==> config.mk <==
export PLATFORM = sky130hd
export DESIGN_NAME = alu_flag_unit
export DESIGN_NICKNAME = d
export VERILOG_FILES = /design/src/rtl/flag_pkg.sv /design/src/rtl/flag_status_calc.sv /design/src/rtl/flag_ctl_bit.sv /design/src/rtl/alu_flag_unit.sv
export SDC_FILE = /design/constraint.sdc
export NUM_CORES = 1
export LEC_CHECK = 0
export CORE_MARGIN = 5
export CORE_UTILIZATION = 43
export DETAILED_ROUTE_END_ITERATION = 8
export DONT_BUFFER_PORTS = 1
export GPL_ROUTABILITY_DRIVEN = 0
export PLACE_DENSITY_LB_ADDON = 0.08
export SETUP_SLACK_MARGIN = 0.5
export SLEW_MARGIN = 20
export SYNTH_ARGS = -nofsm -noshare
export SYNTH_HDL_FRONTEND = slang
export SYNTH_SLANG_ARGS = --single-unit
==> constraint.sdc <==
create_clock -name clk -period 0.9 [get_ports clk]
set_input_delay 0.045 -clock clk [delete_from_list [all_inputs] [get_ports clk]]
set_output_delay 0.045 -clock clk [all_outputs]
set_load 0.005 [all_outputs]
==> src/rtl/flag_pkg.sv <==
package flag_pkg;
    typedef enum logic [1:0] {
        OPK_ADD   = 2'b00,
        OPK_SUB   = 2'b01,
        OPK_LOGIC = 2'b10,
        OPK_NONE  = 2'b11
    } opk_e;

    localparam int FLAG_W  = 16;
    localparam int CTL_N   = 3;
    localparam int POS_CF  = 0;
    localparam int POS_PF  = 2;
    localparam int POS_AF  = 4;
    localparam int POS_ZF  = 6;
    localparam int POS_SF  = 7;
    localparam int POS_CTL = 8;   // TF, IF, DF at POS_CTL + index
    localparam int POS_OF  = 11;
    localparam logic [FLAG_W-1:0] USED_MASK = 16'h0FD5;
endpackage

==> src/rtl/flag_status_calc.sv <==
module flag_status_calc
    import flag_pkg::*;
#(
    parameter int DATA_W = 16,
    parameter int BYTE_W = 8,
    parameter int NIB_W  = 4
) (
    input  logic [1:0]        op_kind,
    input  logic              is_word,
    input  logic [DATA_W-1:0] opnd_a,
    input  logic [DATA_W-1:0] opnd_b,
    input  logic [DATA_W-1:0] alu_res,
    input  logic              alu_cy,
    output logic              valid_op,
    output logic              af_write,
    output logic              cf_n,
    output logic              af_n,
    output logic              pf_n,
    output logic              zf_n,
    output logic              sf_n,
    output logic              of_n
);
    opk_e kind;
    logic a_top, b_top, r_top;
    logic [DATA_W-1:0] nib_x;

    always_comb begin
        kind     = opk_e'(op_kind);
        a_top    = is_word ? opnd_a[DATA_W-1]  : opnd_a[BYTE_W-1];
        b_top    = is_word ? opnd_b[DATA_W-1]  : opnd_b[BYTE_W-1];
        r_top    = is_word ? alu_res[DATA_W-1] : alu_res[BYTE_W-1];
        nib_x    = opnd_a ^ opnd_b ^ alu_res;
        valid_op = (kind != OPK_NONE);
        af_write = (kind == OPK_ADD) || (kind == OPK_SUB);
        pf_n     = ~^alu_res[BYTE_W-1:0];
        sf_n     = r_top;
        zf_n     = is_word ? (alu_res == '0) : (alu_res[BYTE_W-1:0] == '0);
        af_n     = nib_x[NIB_W];
        cf_n     = 1'b0;
        of_n     = 1'b0;
        unique case (kind)
            OPK_ADD: begin
                cf_n = alu_cy;
                of_n = (a_top == b_top) && (r_top != a_top);
            end
            OPK_SUB: begin
                cf_n = alu_cy;
                of_n = (a_top != b_top) && (r_top != a_top);
            end
            OPK_LOGIC, OPK_NONE: begin
                cf_n = 1'b0;
                of_n = 1'b0;
            end
        endcase
    end
endmodule

==> src/rtl/flag_ctl_bit.sv <==
module flag_ctl_bit (
    input  logic clk,
    input  logic rst_n,
    input  logic set_i,
    input  logic clr_i,
    output logic q_o
);
    always_ff @(posedge clk or negedge rst_n) begin
        if (!rst_n)     q_o <= 1'b0;
        else if (clr_i) q_o <= 1'b0;
        else if (set_i) q_o <= 1'b1;
    end

    // clear has priority
    a_r8_clear_wins: assert property (@(posedge clk) disable iff (!rst_n)
        clr_i |=> !q_o);
endmodule

==> src/rtl/alu_flag_unit.sv <==
module alu_flag_unit
    import flag_pkg::*;
#(
    parameter int DATA_W = 16,
    parameter int BYTE_W = 8
) (
    input  logic                 clk,
    input  logic                 rst_n,
    input  logic                 upd_en,
    input  logic [1:0]           op_kind,
    input  logic                 is_word,
    input  logic [DATA_W-1:0]    opnd_a,
    input  logic [DATA_W-1:0]    opnd_b,
    input  logic [DATA_W-1:0]    alu_res,
    input  logic                 alu_cy,
    input  logic [CTL_N-1:0]     ctl_set,
    input  logic [CTL_N-1:0]     ctl_clr,
    output logic [FLAG_W-1:0]    flags_o
);
    logic valid_op, af_write;
    logic cf_n, af_n, pf_n, zf_n, sf_n, of_n;
    logic cf_q, af_q, pf_q, zf_q, sf_q, of_q;
    logic [CTL_N-1:0] ctl_q;
    logic wr_stat;

    flag_status_calc #(.DATA_W(DATA_W), .BYTE_W(BYTE_W)) u_calc (
        .op_kind (op_kind),
        .is_word (is_word),
        .opnd_a  (opnd_a),
        .opnd_b  (opnd_b),
        .alu_res (alu_res),
        .alu_cy  (alu_cy),
        .valid_op(valid_op),
        .af_write(af_write),
        .cf_n    (cf_n),
        .af_n    (af_n),
        .pf_n    (pf_n),
        .zf_n    (zf_n),
        .sf_n    (sf_n),
        .of_n    (of_n)
    );

    assign wr_stat = upd_en && valid_op;

    always_ff @(posedge clk or negedge rst_n) begin
        if (!rst_n) begin
            cf_q <= 1'b0;
            af_q <= 1'b0;
            pf_q <= 1'b0;
            zf_q <= 1'b0;
            sf_q <= 1'b0;
            of_q <= 1'b0;
        end else if (wr_stat) begin
            cf_q <= cf_n;
            pf_q <= pf_n;
            zf_q <= zf_n;
            sf_q <= sf_n;
            of_q <= of_n;
            if (af_write) af_q <= af_n;
        end
    end

    for (genvar g = 0; g < CTL_N; g++) begin : g_ctl
        flag_ctl_bit u_bit (
            .clk  (clk),
            .rst_n(rst_n),
            .set_i(ctl_set[g]),
            .clr_i(ctl_clr[g]),
            .q_o  (ctl_q[g])
        );
    end

    always_comb begin
        flags_o = '0;
        flags_o[POS_CF] = cf_q;
        flags_o[POS_PF] = pf_q;
        flags_o[POS_AF] = af_q;
        flags_o[POS_ZF] = zf_q;
        flags_o[POS_SF] = sf_q;
        flags_o[POS_OF] = of_q;
        flags_o[POS_CTL +: CTL_N] = ctl_q;
    end

    // unused positions stay zero
    a_r9_unused_zero: assert property (@(posedge clk) disable iff (!rst_n)
        (flags_o & ~USED_MASK) == '0);

    // logical update clears CF and OF, keeps AF
    a_r7_logic_clears: assert property (@(posedge clk) disable iff (!rst_n)
        (upd_en && op_kind == OPK_LOGIC) |=> (!flags_o[POS_CF] && !flags_o[POS_OF]));
    a_r7_af_kept: assert property (@(posedge clk) disable iff (!rst_n)
        (upd_en && op_kind == OPK_LOGIC) |=> $stable(flags_o[POS_AF]));

    // no defined update keeps the status flags
    a_r10_status_hold: assert property (@(posedge clk) disable iff (!rst_n)
        (!upd_en || op_kind == OPK_NONE) |=>
            $stable({flags_o[POS_OF], flags_o[POS_SF], flags_o[POS_ZF],
                     flags_o[POS_AF], flags_o[POS_PF], flags_o[POS_CF]}));

    // control flags move only on strobes
    a_r8_ctl_hold: assert property (@(posedge clk) disable iff (!rst_n)
        (ctl_set == '0 && ctl_clr == '0) |=> $stable(flags_o[POS_CTL +: CTL_N]));
endmodule

Word-level counts from Yosys, hierarchy flattened
Cells that the tools add are included.
- bitwise operators: 2
- mux-type cells: 12
- reduce and logical (&&, ||, !) cells: 14
- equal/unequal tests: 7
- operator list (cell ; count):
    $logic_not 16->1 ; 1
    $mux 1 ; 10
    $xor 5x5->5 ; 2
    $logic_not 8->1 ; 1
    $reduce_xnor 8->1 ; 1
    $reduce_bool 2->1 ; 3
    $eq 2x2->1 const B ; 2
    $reduce_or 2->1 ; 2
    $logic_and 1x1->1 ; 3
    $pmux 1 s3 ; 1
    $eq 2x1->1 const B ; 1
    $logic_not 2->1 ; 1
    $ne 1x1->1 ; 2
    $ne 2x2->1 const B ; 1
    $pmux 1 s2 ; 1
    $reduce_and 2->1 ; 1
    $eq 1x1->1 ; 1
    $logic_or 1x1->1 ; 1
- logic and storage cells: 44
- input bits: 61
- output and inout bits: 16
- flip-flop bits (word level): 9

Longest topological paths before layout
- depth after elaboration: 4
- depth in mapped cells: 5
- depth with buffers taken out: 5

Cells and area by module
Synthesis repeated with hierarchy kept, for this count alone.
- cells, all modules: 67
- area, all modules: 671.9 um^2
- modules (own cells, without submodules) (module ; area an instance (um^2) ; sequential area each (um^2) ; times used ; cells each):
    alu_flag_unit ; 330.3 ; 150.1 ; 1 ; 28
    flag_status_calc ; 236.5 ; 0.0 ; 1 ; 33
    flag_ctl_bit ; 35.0 ; 25.0 ; 3 ; 2

Worst setup path after synthesis
OpenSTA, ideal clock, no wires.
- kind: in2reg
- start: in alu_res[2]
- end: reg pf_q
- setup time: 0.131 ns
- buffers on the path: 0
- stages on the path: 5
- data arrival time: 0.726 ns
- data required time: 0.769 ns
- setup slack: 0.043 ns
- cells stage by stage: inv_1 ha_1 xnor2_1 xnor2_1 o21ai_0
- word-level cells in the longest chain between the ends: 1
- RTL lines (element ; line ; source):
    start: declaration ; alu_flag_unit.sv:14 ; input logic [DATA_W-1:0] alu_res,
    $reduce_xnor 8->1 ; flag_status_calc.sv:35 ; pf_n = ~^alu_res[BYTE_W-1:0];
    end signal: assignment ; alu_flag_unit.sv:55 ; pf_q <= pf_n;
    end: declaration ; alu_flag_unit.sv:22 ; logic cf_q, af_q, pf_q, zf_q, sf_q, of_q;
No other way between the ends.
A chain may end at the register's enable or synchronous reset.

Worst setup path after layout
- start: reg of_q
- end: out flags_o[11]
- RTL lines (element ; line ; source):
    start: declaration ; alu_flag_unit.sv:22 ;
    start signal: assignment ; alu_flag_unit.sv:58 ; of_q <= of_n;
    end: declaration ; alu_flag_unit.sv:18 ; output logic [FLAG_W-1:0] flags_o
No word-level cell between the ends.

==> results.ini <==
[floorplanning]
rows = 14
pin_count = 77
initial_core_util = 0.448
coreArea_mm2 = 0.00149
die_w_um = 49.4
die_h_um = 49.4
dieArea_mm2 = 0.00244

[synthesis]
synth_compound_area_frac = 0.0694
synth_commonest_cells = buf_4 (16), nand2_1 (11), dfrtp_1 (9)
yosysSeqAreaShare = 0.338
synth.top_cell.area_share = 0.338
synth-xor-area-share = 0.0788
netlist_area_um2 = 667
yosys.area.top_type = dfrtp_1
synthArstFlopShare = 1.00
yosys.area_share.simple = 0.161
synth_top_family_by_area = buffers and inverters
ys.flop_type = dfrtp_1
synth-seq-cells = 9
synth_most_common_cell = buf_4
ys_types = 20
syn-instance-count = 77
synthMuxAreaShare = 0.0469
avgSynthCellArea_um2 = 8.66
synth_area_leaders = dfrtp_1 (34%), buf_4 (18%), ha_1 (7.5%), xnor2_1 (6.6%), nand2_1 (6.2%)
synth_edf_count = 0
synth_adder_area_share = 0.0750
yosys_warnings = 0

[clocking]
root_buffer = clkbuf_4
clk_latency_ns = 0.26
cts_made_buffers = 3
cts_tree = yes
htree_num_levels = 1
cts_setup_buffers = 0
cts_max_path_buffers = 2
path_clk_slew_ns = 0.06
cts.hold.buffers_added = 1
cts.sinks = 9

[setup_path]
crit_type = register to output port
critPathArrivalTime_ns = 0.66
cp-end-kind = output port
regToRegSetupSlack_ns = 0.21
cp.required_ns = 0.85
cp-start-kind = register
cp_max_fo = 2

[finish]
final_nets = 138
drive_gt1_frac = 0.236
syn_to_final_growth_pct = 6.57
fillers = 142
num_antenna_cells = 0

[sta]
slew_viol_final = 0
period_share = 0.784
fin_tns_setup_ns = 0
finalHoldViolations = 13
fmaxAchievable_ghz = 1.42
setup_viol = 0
fin_crit_ns = 0.706
rsz0062_at_grt = yes
whs_ns = -0.233
final.setup_skew_ns = 0

[drt]
drc = 0
drt_iter0_markers = 4
wl_per_cell_um = 13.8
drtAntennaViolNets = 0
firstDrtPassIters = 3
vias = 436
wl_mm = 1.21
viasPerCell = 4.95

[power]
power.leakage_nw = 0.334
ir_worst_vdd_v = 0.000374
powerDensity_mw_per_mm2 = 1430
total_power_mw = 1.01

[placed_design]
hpwl_mm = 1.11
io_buffer_count = 0

[grt]
grt_pass1_vias = 466
use_met1 = 0.120
grt_start_max_net_pins = 10
grt_pass1_wl_mm = 1.99
grt.busiest_layer = met2
antenna_found_initial = 0
grt_overflow = 0
use_met3 = 0.0306
grt_usage = 0.105
met2_usage = 0.157

[run_status]
violations = negative hold slack
status = finished with violations

[worst_hold_path]
hp-class = input pin to asynchronous set/reset pin

[run]
cap_violations = 0

per-stage QoR:
stage	area, um^2	hold WS (ns)	utilization	instances	setup WS, ns
after CTS	708	-0.164	0.476	88	0.186
after global routing	711	-0.202	0.477	88	0.146
after global placement	672	-0.250	0.451	83	0.0427
after floorplan	806	-0.251	-	83	0.116
final	711	-0.233	0.477	88	0.194
after detailed placement	672	-0.250	0.451	83	0.0311
worst paths after layout:
check                                 start                             end  cells past startpoint
setup / recovery           of_q$_DFFE_PN0P_                     flags_o[11]                      0
hold / removal                        rst_n                af_q$_DFFE_PN0P_                      1
setup reg to reg           of_q$_DFFE_PN0P_                of_q$_DFFE_PN0P_                      2
hold reg to reg            cf_q$_DFFE_PN0P_                cf_q$_DFFE_PN0P_                      2
max in group asynchronous             rst_n                zf_q$_DFFE_PN0P_                      1
min in group clk                 ctl_clr[2]  g_ctl[2].u_bit.q_o$_DFFE_PN0P_                      1
power by group:
part	total, mW	internal [mW]	switching (mW)
combinational	0.215	0.111	0.104
sequential	0.490	0.453	0.0366
clock	0.309	0.171	0.139
total	1.01	0.735	0.279
layout by cell type, fill, tap and decap left out, types with 3 or more instances in the layout:
cell type / n
clkbuf_4: 3
dfrtp_1: 9
nor2_1: 6
o21ai_1: 3
xnor2_1: 4
nand2_1: 11
conb_1: 7
ha_4: 4
repair_timing:
item	CTS	global route
pin swaps	0	2
endpoints found under the setup margin	18	27
endpoints found under the hold margin	13	13
resized for setup	1	1
flip-flops by register name, indices dropped and copies added (netlist names):
register,cells
cf_q,1
g_ctl.u_bit.q_o,3
of_q,1
zf_q,1
sf_q,1
pf_q,1
af_q,1
metal layers:
layer,part of all wire,up-vias
li1,-,214
met1,0.37,185
met2,0.46,33
met3,0.14,4
met5,0,-
met4,0.031,0
cells by family after synthesis:
family,Yosys count
AO/OA/AOI/OAI,6
AND/OR/NAND/NOR,24
adder cells (fa/ha/maj),4
XOR/XNOR,6
multiplexers,3
buffers and inverters,24
flip-flops,9
other,1
final cells by class:
type | instances | area, um^2 | area share
repair buffers | 1 | 12.5 | 0.0176
clock buffers | 4 | 26.3 | 0.0370
flip-flops and latches | 9 | 225 | 0.317
well taps | 16 | 20.0 | 0.0282
multi-input cells | 50 | 377 | 0.530
inverters | 8 | 50.0 | 0.0704
Note: power is estimated with default switching activity, not from simulation.
